==> src/rtl/srx_pkg.sv <==
// Package: shared types for the serial character receiver.
// Assumes: frames are at most DATA_W data bits, one parity bit and one stop bit.
package srx_pkg;

    // Receiver sequencing states
    typedef enum logic [2:0] {
        ST_HUNT    = 3'd0,
        ST_START   = 3'd1,
        ST_BITS    = 3'd2,
        ST_FEHOLD  = 3'd3,
        ST_BRKWAIT = 3'd4
    } srx_state_e;

    // How a completed frame ended
    typedef enum logic [1:0] {
        END_OK    = 2'd0,
        END_FRAME = 2'd1,
        END_BREAK = 2'd2
    } srx_end_e;

endpackage

==> src/rtl/srx_sync.sv <==
// Module: srx_sync
// Brings the asynchronous serial line into the clock domain through a chain of
// STAGES flops. Assumes: idle level is high, so every stage resets to 1.
module srx_sync #(
    parameter int STAGES = 2
) (
    input  logic clk,
    input  logic rst_n,
    input  logic din,
    output logic dout
);
    logic [STAGES-1:0] chain;

    // Shift the raw line through the synchronizer chain
    always_ff @(posedge clk) begin
        if (!rst_n) begin
            chain <= '1;
        end else begin
            chain[0] <= din;
            for (int k = 1; k < STAGES; k++) begin
                chain[k] <= chain[k-1];
            end
        end
    end

    assign dout = chain[STAGES-1];
endmodule

==> src/rtl/srx_frame_chk.sv <==
// Module: srx_frame_chk
// Classifies a completed frame as normal, framing error or break, and checks parity.
// Assumes: data bits above the active length are already zero.
module srx_frame_chk
    import srx_pkg::*;
#(
    parameter int DATA_W = 8
) (
    input  logic [DATA_W-1:0] data,
    input  logic              par_en,
    input  logic              par_odd,
    input  logic              par_bit,
    input  logic              stop_bit,
    output logic              perr,
    output srx_end_e          kind
);
    logic all_low;

    // Parity compare and frame-ending classification
    always_comb begin
        perr    = par_en && ((^data ^ par_bit) != par_odd);
        all_low = (data == '0) && !(par_en && par_bit);
        if (stop_bit)     kind = END_OK;
        else if (all_low) kind = END_BREAK;
        else              kind = END_FRAME;
    end
endmodule

==> src/rtl/srx_brk_flag.sv <==
// Module: srx_brk_flag
// Sticky change-of-break flag. It is set by a break event and cleared by command,
// and set wins when both arrive together.
// Assumes: brk_evt is a single-cycle pulse.
module srx_brk_flag (
    input  logic clk,
    input  logic rst_n,
    input  logic brk_evt,
    input  logic clr,
    output logic brk_chg
);
    // Hold the flag until cleared; a simultaneous break re-sets it
    always_ff @(posedge clk) begin
        if (!rst_n)       brk_chg <= 1'b0;
        else if (brk_evt) brk_chg <= 1'b1;
        else if (clr)     brk_chg <= 1'b0;
    end

    AST_CHG_SET: assert property (@(posedge clk) disable iff (!rst_n)
        brk_evt |=> brk_chg);
    AST_CHG_HOLD: assert property (@(posedge clk) disable iff (!rst_n)
        (brk_chg && !clr && !brk_evt) |=> brk_chg);
endmodule

==> src/rtl/srx_core.sv <==
// Module: srx_core
// Start validation, bit-centre sampling, framing-error resync and break wait.
// Assumes: line is synchronized; tick is a one-cycle pulse at OVS times the bit rate.
module srx_core
    import srx_pkg::*;
#(
    parameter int DATA_W = 8,
    parameter int OVS    = 16,
    parameter int LEN_W  = 2
) (
    input  logic              clk,
    input  logic              rst_n,
    input  logic              tick,
    input  logic              rx_en,
    input  logic              line,
    input  logic [LEN_W-1:0]  len_sel,
    input  logic              par_en,
    input  logic              par_odd,
    output logic              char_wr,
    output logic [DATA_W-1:0] char_data,
    output logic              char_perr,
    output logic              char_ferr,
    output logic              char_brk,
    output logic              brk_evt
);
    localparam int CNT_W      = $clog2(OVS);
    localparam int HALF       = OVS / 2;
    localparam int START_LAST = HALF - 2;
    localparam int FE_LAST    = HALF - 1;
    localparam int BIT_LAST   = OVS - 1;
    localparam int IDX_W      = $clog2(DATA_W + 3);
    localparam int SEL_W      = $clog2(DATA_W);
    localparam int MIN_BITS   = DATA_W - (1 << LEN_W) + 1;

    srx_state_e        state;
    logic [CNT_W-1:0]  cnt;
    logic [IDX_W-1:0]  idx;
    logic [DATA_W-1:0] shdata;
    logic              par_bit;
    logic              seen_hi;
    logic              hi_run;

    logic [IDX_W-1:0]  nbits;
    logic [IDX_W-1:0]  frame_last;
    logic              at_center;
    logic              at_stop;
    logic              perr;
    srx_end_e          kind;

    // Frame geometry and bit-centre strobes
    always_comb begin
        nbits      = IDX_W'(MIN_BITS) + IDX_W'(len_sel);
        frame_last = nbits + IDX_W'(par_en);
        at_center  = tick && rx_en && (state == ST_BITS) && (cnt == CNT_W'(BIT_LAST));
        at_stop    = at_center && (idx == frame_last);
    end

    srx_frame_chk #(.DATA_W(DATA_W)) u_chk (
        .data     (shdata),
        .par_en   (par_en),
        .par_odd  (par_odd),
        .par_bit  (par_bit),
        .stop_bit (line),
        .perr     (perr),
        .kind     (kind)
    );

    assign brk_evt = at_stop && (kind == END_BREAK);

    // Receiver sequencer, advanced on oversampling ticks
    always_ff @(posedge clk) begin
        if (!rst_n) begin
            state     <= ST_HUNT;
            cnt       <= '0;
            idx       <= '0;
            shdata    <= '0;
            par_bit   <= 1'b0;
            seen_hi   <= 1'b0;
            hi_run    <= 1'b0;
            char_wr   <= 1'b0;
            char_data <= '0;
            char_perr <= 1'b0;
            char_ferr <= 1'b0;
            char_brk  <= 1'b0;
        end else begin
            char_wr <= 1'b0;
            if (!rx_en) begin
                state   <= ST_HUNT;
                seen_hi <= 1'b0;
            end else if (tick) begin
                unique case (state)
                    ST_HUNT: begin
                        seen_hi <= line;
                        if (seen_hi && !line) begin
                            state <= ST_START;
                            cnt   <= '0;
                        end
                    end
                    ST_START: begin
                        if (cnt == CNT_W'(START_LAST)) begin
                            cnt <= '0;
                            if (line) begin
                                state   <= ST_HUNT;
                                seen_hi <= 1'b1;
                            end else begin
                                state  <= ST_BITS;
                                idx    <= '0;
                                shdata <= '0;
                            end
                        end else begin
                            cnt <= cnt + 1'b1;
                        end
                    end
                    ST_BITS: begin
                        if (cnt == CNT_W'(BIT_LAST)) begin
                            cnt <= '0;
                            idx <= idx + 1'b1;
                            if (idx < nbits) begin
                                shdata[idx[SEL_W-1:0]] <= line;
                            end else if (!at_stop) begin
                                par_bit <= line;
                            end
                            if (at_stop) begin
                                char_wr   <= 1'b1;
                                char_data <= (kind == END_BREAK) ? '0 : shdata;
                                char_perr <= (kind != END_BREAK) && perr;
                                char_ferr <= (kind == END_FRAME);
                                char_brk  <= (kind == END_BREAK);
                                unique case (kind)
                                    END_OK: begin
                                        state   <= ST_HUNT;
                                        seen_hi <= 1'b1;
                                    end
                                    END_BREAK: begin
                                        state  <= ST_BRKWAIT;
                                        hi_run <= 1'b0;
                                    end
                                    default: begin
                                        state <= ST_FEHOLD;
                                    end
                                endcase
                            end
                        end else begin
                            cnt <= cnt + 1'b1;
                        end
                    end
                    ST_FEHOLD: begin
                        if (cnt == CNT_W'(FE_LAST)) begin
                            cnt <= '0;
                            if (!line) begin
                                state <= ST_START;
                            end else begin
                                state   <= ST_HUNT;
                                seen_hi <= 1'b1;
                            end
                        end else begin
                            cnt <= cnt + 1'b1;
                        end
                    end
                    ST_BRKWAIT: begin
                        if (line) begin
                            if (hi_run) begin
                                state   <= ST_HUNT;
                                seen_hi <= 1'b1;
                            end
                            hi_run <= 1'b1;
                        end else begin
                            hi_run <= 1'b0;
                        end
                    end
                    default: begin
                        state <= ST_HUNT;
                    end
                endcase
            end
        end
    end

    AST_WR_PULSE: assert property (@(posedge clk) disable iff (!rst_n)
        char_wr |=> !char_wr);
    AST_ZERO_FILL: assert property (@(posedge clk) disable iff (!rst_n)
        char_wr |-> ((char_data >> (MIN_BITS + int'(len_sel))) == '0));
    AST_BRK_CHAR: assert property (@(posedge clk) disable iff (!rst_n)
        (char_wr && char_brk) |-> (char_data == '0 && !char_ferr && !char_perr));
    AST_EN_QUIET: assert property (@(posedge clk) disable iff (!rst_n)
        !rx_en |=> !char_wr);
    AST_BRK_LOW_HOLD: assert property (@(posedge clk) disable iff (!rst_n)
        (state == ST_BRKWAIT && tick && rx_en && !line) |=> (state == ST_BRKWAIT));
endmodule

==> src/rtl/serial_char_rx.sv <==
// Module: serial_char_rx
// Top of the serial character receiver: synchronizer, sequencer and break flag.
// Assumes: os_tick is a single-cycle pulse at 16x the bit rate, and the
// configuration inputs only change while the line is idle.
module serial_char_rx #(
    parameter int DATA_W      = 8,
    parameter int OVS         = 16,
    parameter int LEN_W       = 2,
    parameter int SYNC_STAGES = 2
) (
    input  logic              clk,
    input  logic              rst_n,
    input  logic              os_tick,
    input  logic              rx_en,
    input  logic              rx_line,
    input  logic [LEN_W-1:0]  len_sel,
    input  logic              par_en,
    input  logic              par_odd,
    input  logic              brk_chg_clr,
    output logic              char_wr,
    output logic [DATA_W-1:0] char_data,
    output logic              char_perr,
    output logic              char_ferr,
    output logic              char_brk,
    output logic              brk_chg
);
    logic line_s;
    logic brk_evt;

    srx_sync #(.STAGES(SYNC_STAGES)) u_sync (
        .clk   (clk),
        .rst_n (rst_n),
        .din   (rx_line),
        .dout  (line_s)
    );

    srx_core #(.DATA_W(DATA_W), .OVS(OVS), .LEN_W(LEN_W)) u_core (
        .clk       (clk),
        .rst_n     (rst_n),
        .tick      (os_tick),
        .rx_en     (rx_en),
        .line      (line_s),
        .len_sel   (len_sel),
        .par_en    (par_en),
        .par_odd   (par_odd),
        .char_wr   (char_wr),
        .char_data (char_data),
        .char_perr (char_perr),
        .char_ferr (char_ferr),
        .char_brk  (char_brk),
        .brk_evt   (brk_evt)
    );

    srx_brk_flag u_brk (
        .clk     (clk),
        .rst_n   (rst_n),
        .brk_evt (brk_evt),
        .clr     (brk_chg_clr),
        .brk_chg (brk_chg)
    );

    AST_BRK_WITH_FLAG: assert property (@(posedge clk) disable iff (!rst_n)
        (char_wr && char_brk) |-> brk_chg);
endmodule

==> config.mk <==
export PLATFORM = sky130hd
export DESIGN_NAME = serial_char_rx
export DESIGN_NICKNAME = d
export VERILOG_FILES = /design/src/rtl/srx_pkg.sv /design/src/rtl/srx_sync.sv /design/src/rtl/srx_frame_chk.sv /design/src/rtl/srx_brk_flag.sv /design/src/rtl/srx_core.sv /design/src/rtl/serial_char_rx.sv
export SDC_FILE = /design/constraint.sdc
export NUM_CORES = 1
export LEC_CHECK = 0
export BUFFER_PORTS_ARGS = -buffer_cell sky130_fd_sc_hd__buf_4
export CORE_MARGIN = 2
export CORE_UTILIZATION = 58
export CTS_CLUSTER_DIAMETER = 40
export DETAILED_ROUTE_END_ITERATION = 8
export PLACE_DENSITY = 0.82
export REMOVE_ABC_BUFFERS = 1
export SLEW_MARGIN = 5
export SYNTH_ARGS = -nofsm -noshare
export SYNTH_HDL_FRONTEND = slang
export SYNTH_SLANG_ARGS = --single-unit
export TNS_END_PERCENT = 30
==> constraint.sdc <==
create_clock -name clk -period 2.9 [get_ports clk]
set_clock_uncertainty 0.15 [all_clocks]
set_input_delay 0.435 -clock clk [delete_from_list [all_inputs] [get_ports clk]]
set_output_delay 0.435 -clock clk [all_outputs]
set_load 0.02 [all_outputs]
==> flow_metrics.env, run 1 <==
export IMPL_status="complete, no violations"
export IMPL_hpwl_um=3530
export IMPL_path_clk_slew_ns=0.07
export IMPL_antenna_cells=0
export IMPL_overflow=0
export IMPL_cp_start_kind="input port"
export IMPL_coreArea_um2=3660
export IMPL_avgSynthCellArea_um2=7.89
export IMPL_clock_sinks=37
export IMPL_setup_viol=0
export IMPL_p_per_area_nw_per_um2=403
export IMPL_grtUsageTotal_pct=24.8
export IMPL_placementRows=22
export IMPL_final_nets=322
export IMPL_first_iter_violations=140
export IMPL_synth_area_leaders="dfxtp_1 33%, ha_1 6.8%, a21oi_1 6.3%, nand2_1 4.1%, inv_1 3.6%"
export IMPL_cts_buffer_depth=2
export IMPL_path_class="input port to flop"
export IMPL_required_ns=2.96
export IMPL_grt_max_degree=24
export IMPL_synth_most_common_cell="dfxtp_1"
export IMPL_synth_seq_cells=37
export IMPL_async_flop_share_pct=0
export IMPL_end_kind="flop"
export IMPL_die_w_um=65.8
export IMPL_final_util_pct=69.5
export IMPL_cts_repair_resized=0
export IMPL_hold_buffers=0
export IMPL_yosysSeqAreaShare_pct=33.4
export IMPL_setup_ws_ns=0.361
export IMPL_fmax_ghz=0.394
export IMPL_hold_path_class="input port to flop"
export IMPL_syn_area_um2=2220
export IMPL_cp_max_fo=4
export IMPL_syn_instance_count=281
export IMPL_io_buffers=22
export IMPL_wl_um=4840
export IMPL_maxCapViolCount=0
export IMPL_dpl_cell_area_um2=2430
export IMPL_maxSlewViolCount=0
export IMPL_grt_pass1_vias=1817
export IMPL_die_area_um2=4340
export IMPL_drt_vias_per_instance=5.93
export IMPL_period_minus_slack_ns=2.54
export IMPL_ys_flop_type="dfxtp_1"
export IMPL_io_pins=23
export IMPL_grt_pass1_wl_um=8350
export IMPL_worst_pin_slew_ns=0.730
export IMPL_area_growth_pct=14.8
export IMPL_power_leakage_nw=0.956
export IMPL_slew_headroom_pct=51.3
export IMPL_final_area_um2=2550
export IMPL_wl_per_cell_um=13.9
export IMPL_start_util_pct=60.6
export IMPL_dr_total_vias=2062
export IMPL_cts_root_buf="clkbuf_8"
export IMPL_fin_crit_sh_pct=87.6
export IMPL_htreeDepth=2
export IMPL_synth_top_cell_area_share_pct=33.4
export IMPL_dp_worst_setup_slack_ns=0.107
export IMPL_synthTopCellsByCount="37 x dfxtp_1, 28 x a21oi_1, 24 x nand2_1, 21 x inv_1, 19 x nor2_1"
export IMPL_setup_tns_ns=0
export IMPL_cts_made_buffers=5
export IMPL_worstSkewPairLatency_ns=0.29
export IMPL_yosysTopAreaCell="dfxtp_1"
export IMPL_rsz0062_at_grt="false"
export IMPL_cts_tree="yes"
export IMPL_die_height_um=65.8
export IMPL_firstDrtPassIters=4
export IMPL_route_detailed_drc=0
export IMPL_crit_arrival_ns=2.60
export IMPL_peakVddDrop_mv=0.405
export IMPL_synth_cell_types=48
export IMPL_gp_congestion=0.851
export IMPL_layout_drive_gt1_share_pct=14.0
export IMPL_antenna_found_initial=0
export IMPL_ant_nets=0
export IMPL_post_cts_setup_buffers=0
export IMPL_synth_edf_count=0
export IMPL_final_hold_viol_count=0
export IMPL_yosysWarnings=0
cell usage in the layout, fill, tap and decap left out, types with 8 or more instances in the layout:
master and count:
dfxtp_1 37, inv_1 21, nand2_1 24, o21ai_0 11, nand3_1 14, a21oi_1 28, nor2_1 19, ha_1 12
nor3_1 8, buf_4 31
stage by stage:
| stage | hold slack [ns] | cells | power [mW] |
|---|---|---|---|
| global route | 0.192 | 348 | 1.06 |
| detailed placement | 0.253 | 340 | 0.578 |
| global placement | 0.238 | 340 | 0.577 |
| CTS | 0.179 | 348 | 1.03 |
| floorplan | 0.236 | 261 | 0.554 |
| finish | 0.181 | 348 | 1.03 |
metal layers:
metal / GRT usage, % / vias up / routed length, µm
li1: - / 1036 / -
met1: 33.2 / 959 / 2260
met2: 39.9 / 60 / 2230
met3: 5.28 / 7 / 288
met4: 8.07 / 0 / 59
met5: 0 / - / 0
cell families (layout without fill, tap and decap cells):
group	after synthesis	in the layout	share of synthesized area, %
muxes	4	4	1.80
xor gates and xnor gates	7	7	2.76
AOI/OAI and AO/OA	74	74	22.2
and+or+nand+nor	105	105	24.8
buffers and inverters	41	60	7.39
DFF	37	37	33.4
adders and majority gates	13	13	7.67
final cells by class:
class	instances	area [µm²]
clock inverters	2	37.5
repair buffers	31	233
clock buffers	6	82.6
fillers	305	1110
inverters	21	78.8
flip-flops and latches	37	741
well taps	48	60.1
multi-input cells	203	1310
worst max-delay path, stage by stage:
cell and delay [ns]:
buf_4 0.12, inv_1 0.09, ha_1 0.15, inv_1 0.05, fa_1 0.49, xor2_1 0.14, o211ai_1 0.16, o31a_1 0.38
nor3_1 0.22, buf_4 0.17, mux2i_1 0.19
flip-flops by register name (all words and copies together) (netlist names), 2 cells and up:
name and cells:
u_core.idx 4, u_core.cnt 4, u_core.shdata 8, u_sync.chain 2, u_core.char_data 8, u_core.state 3
final timing paths:
kind	from	to	slack, ns	cells after the start
setup reg to reg	u_core.cnt[0]	u_core.shdata[2]	0.42	6
setup / recovery	len_sel[0]	u_core.state[0]	0.36	11
hold / removal	rx_line	u_sync.chain[0]	0.18	2
hold reg to reg	u_sync.chain[0]	u_sync.chain[1]	0.26	1
power breakdown:
group | total (mW) | leakage, nW | switching, mW | internal, mW
sequential | 0.512 | 0.299 | 0.00250 | 0.510
clock | 0.459 | 0.0574 | 0.180 | 0.279
combinational | 0.0542 | 0.600 | 0.0321 | 0.0221
Note: power is estimated with default switching activity, not from simulation.
==> run 2, diff against run 1 <==
==> constraint.sdc (replaced) <==
create_clock -name clk -period 2.9 [get_ports clk]
set_clock_uncertainty 0.15 [all_clocks]
set_input_delay 0.725 -clock clk [delete_from_list [all_inputs] [get_ports clk]]
set_output_delay 0.725 -clock clk [all_outputs]
set_load 0.02 [all_outputs]
==> run 2 against run 1 <==
Global-route usage increased by 0.50 points. Wire length fell by 0.14%. Register-to-register slack barely moved. Largest power group unchanged. Cell area grew 0.25%. Count of clock-buffer cells in the layout fell by 1. Utilization up 0.17 points.
==> flow_metrics.env, run 2 (synthesis gave the netlist of run 1 again) <==
export IMPL_dp_worst_setup_slack_ns=-0.106
export IMPL_power_leakage_nw=0.965
export IMPL_worst_pin_slew_ns=0.774
export IMPL_crit_path_max_incr_delay_ns=0.49
export IMPL_holdWs_ns=0.264
export IMPL_cts_root_buf="clkbuf_8"
export IMPL_fin_crit_sh_pct=93.3
export IMPL_cts_tree="yes"
export IMPL_first_iter_violations=126
export IMPL_final_util_pct=69.7
export IMPL_grt_pass1_wl_um=8480
export IMPL_cp_top_family="adder cells"
export IMPL_io_buffers=22
export IMPL_antenna_found_initial=0
export IMPL_start_util_pct=60.6
export IMPL_path_clk_slew_ns=0.07
export IMPL_antenna_cells=0
export IMPL_cts_buffer_depth=2
export IMPL_wl_per_cell_um=13.8
export IMPL_grt_pass1_vias=1897
export IMPL_rsz0062_at_grt="false"
export IMPL_die_area_um2=4340
export IMPL_post_cts_setup_buffers=0
export IMPL_gr_usage_met3_pct=6.64
export IMPL_dpl_cell_area_um2=2450
export IMPL_dr_total_vias=2041
export IMPL_status="complete, no violations"
export IMPL_setup_tns_ns=0
export IMPL_path_class="input port to flop"
export IMPL_clock_sinks=37
export IMPL_final_area_um2=2550
export IMPL_cts_repair_resized=0
export IMPL_cp_start_kind="input port"
export IMPL_final_hold_viol_count=0
export IMPL_ant_nets=0
export IMPL_io_pins=23
export IMPL_period_minus_slack_ns=2.71
export IMPL_cp_max_fo=4
export IMPL_hold_buffers=0
export IMPL_grt_met1_usage_pct=33.5
export IMPL_slew_headroom_pct=48.3
export IMPL_cp_num_buf_inv=4
export IMPL_fmax_ghz=0.369
export IMPL_die_w_um=65.8
export IMPL_layout_drive_gt1_share_pct=14.6
export IMPL_area_growth_pct=15.1
export IMPL_hpwl_um=3510
export IMPL_final_instance_count_excl_fill=350
export IMPL_setup_viol=0
export IMPL_grtUsageTotal_pct=25.3
export IMPL_gp_congestion=0.841
export IMPL_power_total_uw=990
export IMPL_p_per_area_nw_per_um2=388
export IMPL_hold_path_class="flop to flop"
export IMPL_cts_made_buffers=5
export IMPL_end_kind="flop"
export IMPL_rrSetupSlack_ns=0.43
export IMPL_overflow=0
export IMPL_reg_top3="u_core.char_data: 8 flops, u_core.shdata: 8 flops"
export IMPL_crit_arrival_ns=2.77
export IMPL_final_cell_mix="37 x dfxtp_1, 34 x buf_4, 28 x a21oi_1"
export IMPL_setup_ws_ns=0.194
export IMPL_critical_path_slowest_cell="fa_1"
export IMPL_final_common_cell="dfxtp_1"
export IMPL_htreeDepth=2
export IMPL_maxCapViolCount=0
export IMPL_coreArea_um2=3660
export IMPL_maxSlewViolCount=0
export IMPL_required_ns=2.97
export IMPL_final_nets=325
export IMPL_wl_um=4830
export IMPL_peakVddDrop_mv=0.292
export IMPL_placementRows=22
export IMPL_dp_cells=343
export IMPL_grt_max_degree=24
export IMPL_die_height_um=65.8
export IMPL_met2_usage_pct=39.4
export IMPL_crit_path_cell_trace="buf_4, inv_1, ha_1, inv_1, fa_1, xor2_1, o211ai_1, o31a_1, nor3_1, buf_4, mux2i_1"
export IMPL_route_detailed_drc=0
export IMPL_firstDrtPassIters=4
export IMPL_worstSkewPairLatency_ns=0.29
export IMPL_grt_busiest_layer="met2"
export IMPL_fillers=341
export IMPL_drt_vias_per_instance=5.83
-- run 2: changes by cell type in the layout (fill, tap and decap cells not counted), sizes merged --
cell	change
clkinvlp	-1
buf	+3
clkbuf	-1
clkinv	+1
-- run 2: final timing paths --
kind / from / to / cells past startpoint
setup / recovery: len_sel[0] / u_core.state[1] / 11
hold / removal: u_sync.chain[0] / u_sync.chain[1] / 1
hold reg to reg: u_sync.chain[0] / u_sync.chain[1] / 1
setup reg to reg: u_core.cnt[0] / u_core.shdata[3] / 6
-- run 2: report_power, final --
part           leakage (nW)  switching (mW)  total (mW)  internal [mW]
logic                 0.613          0.0326      0.0556         0.0229
registers             0.299         0.00239       0.512          0.510
clock network        0.0540           0.172       0.422          0.250
-- run 2: area by class of cell --
cell class | count | area, µm² | area share, %
Clock inverter | 2 | 35.0 | 1.37
Timing Repair Buffer | 34 | 255 | 10.0
Sequential cell | 37 | 741 | 29.0
Clock buffer | 5 | 68.8 | 2.70
Inverter | 21 | 78.8 | 3.09
Multi-Input combinational cell | 203 | 1310 | 51.5
Tap cell | 48 | 60.1 | 2.35
-- run 2: routing by layer --
layer	vias to the layer above	part of all wire, %
met5	-	0
met4	0	1.7
met3	10	4.8
met2	57	46
met1	931	47
li1	1043	-
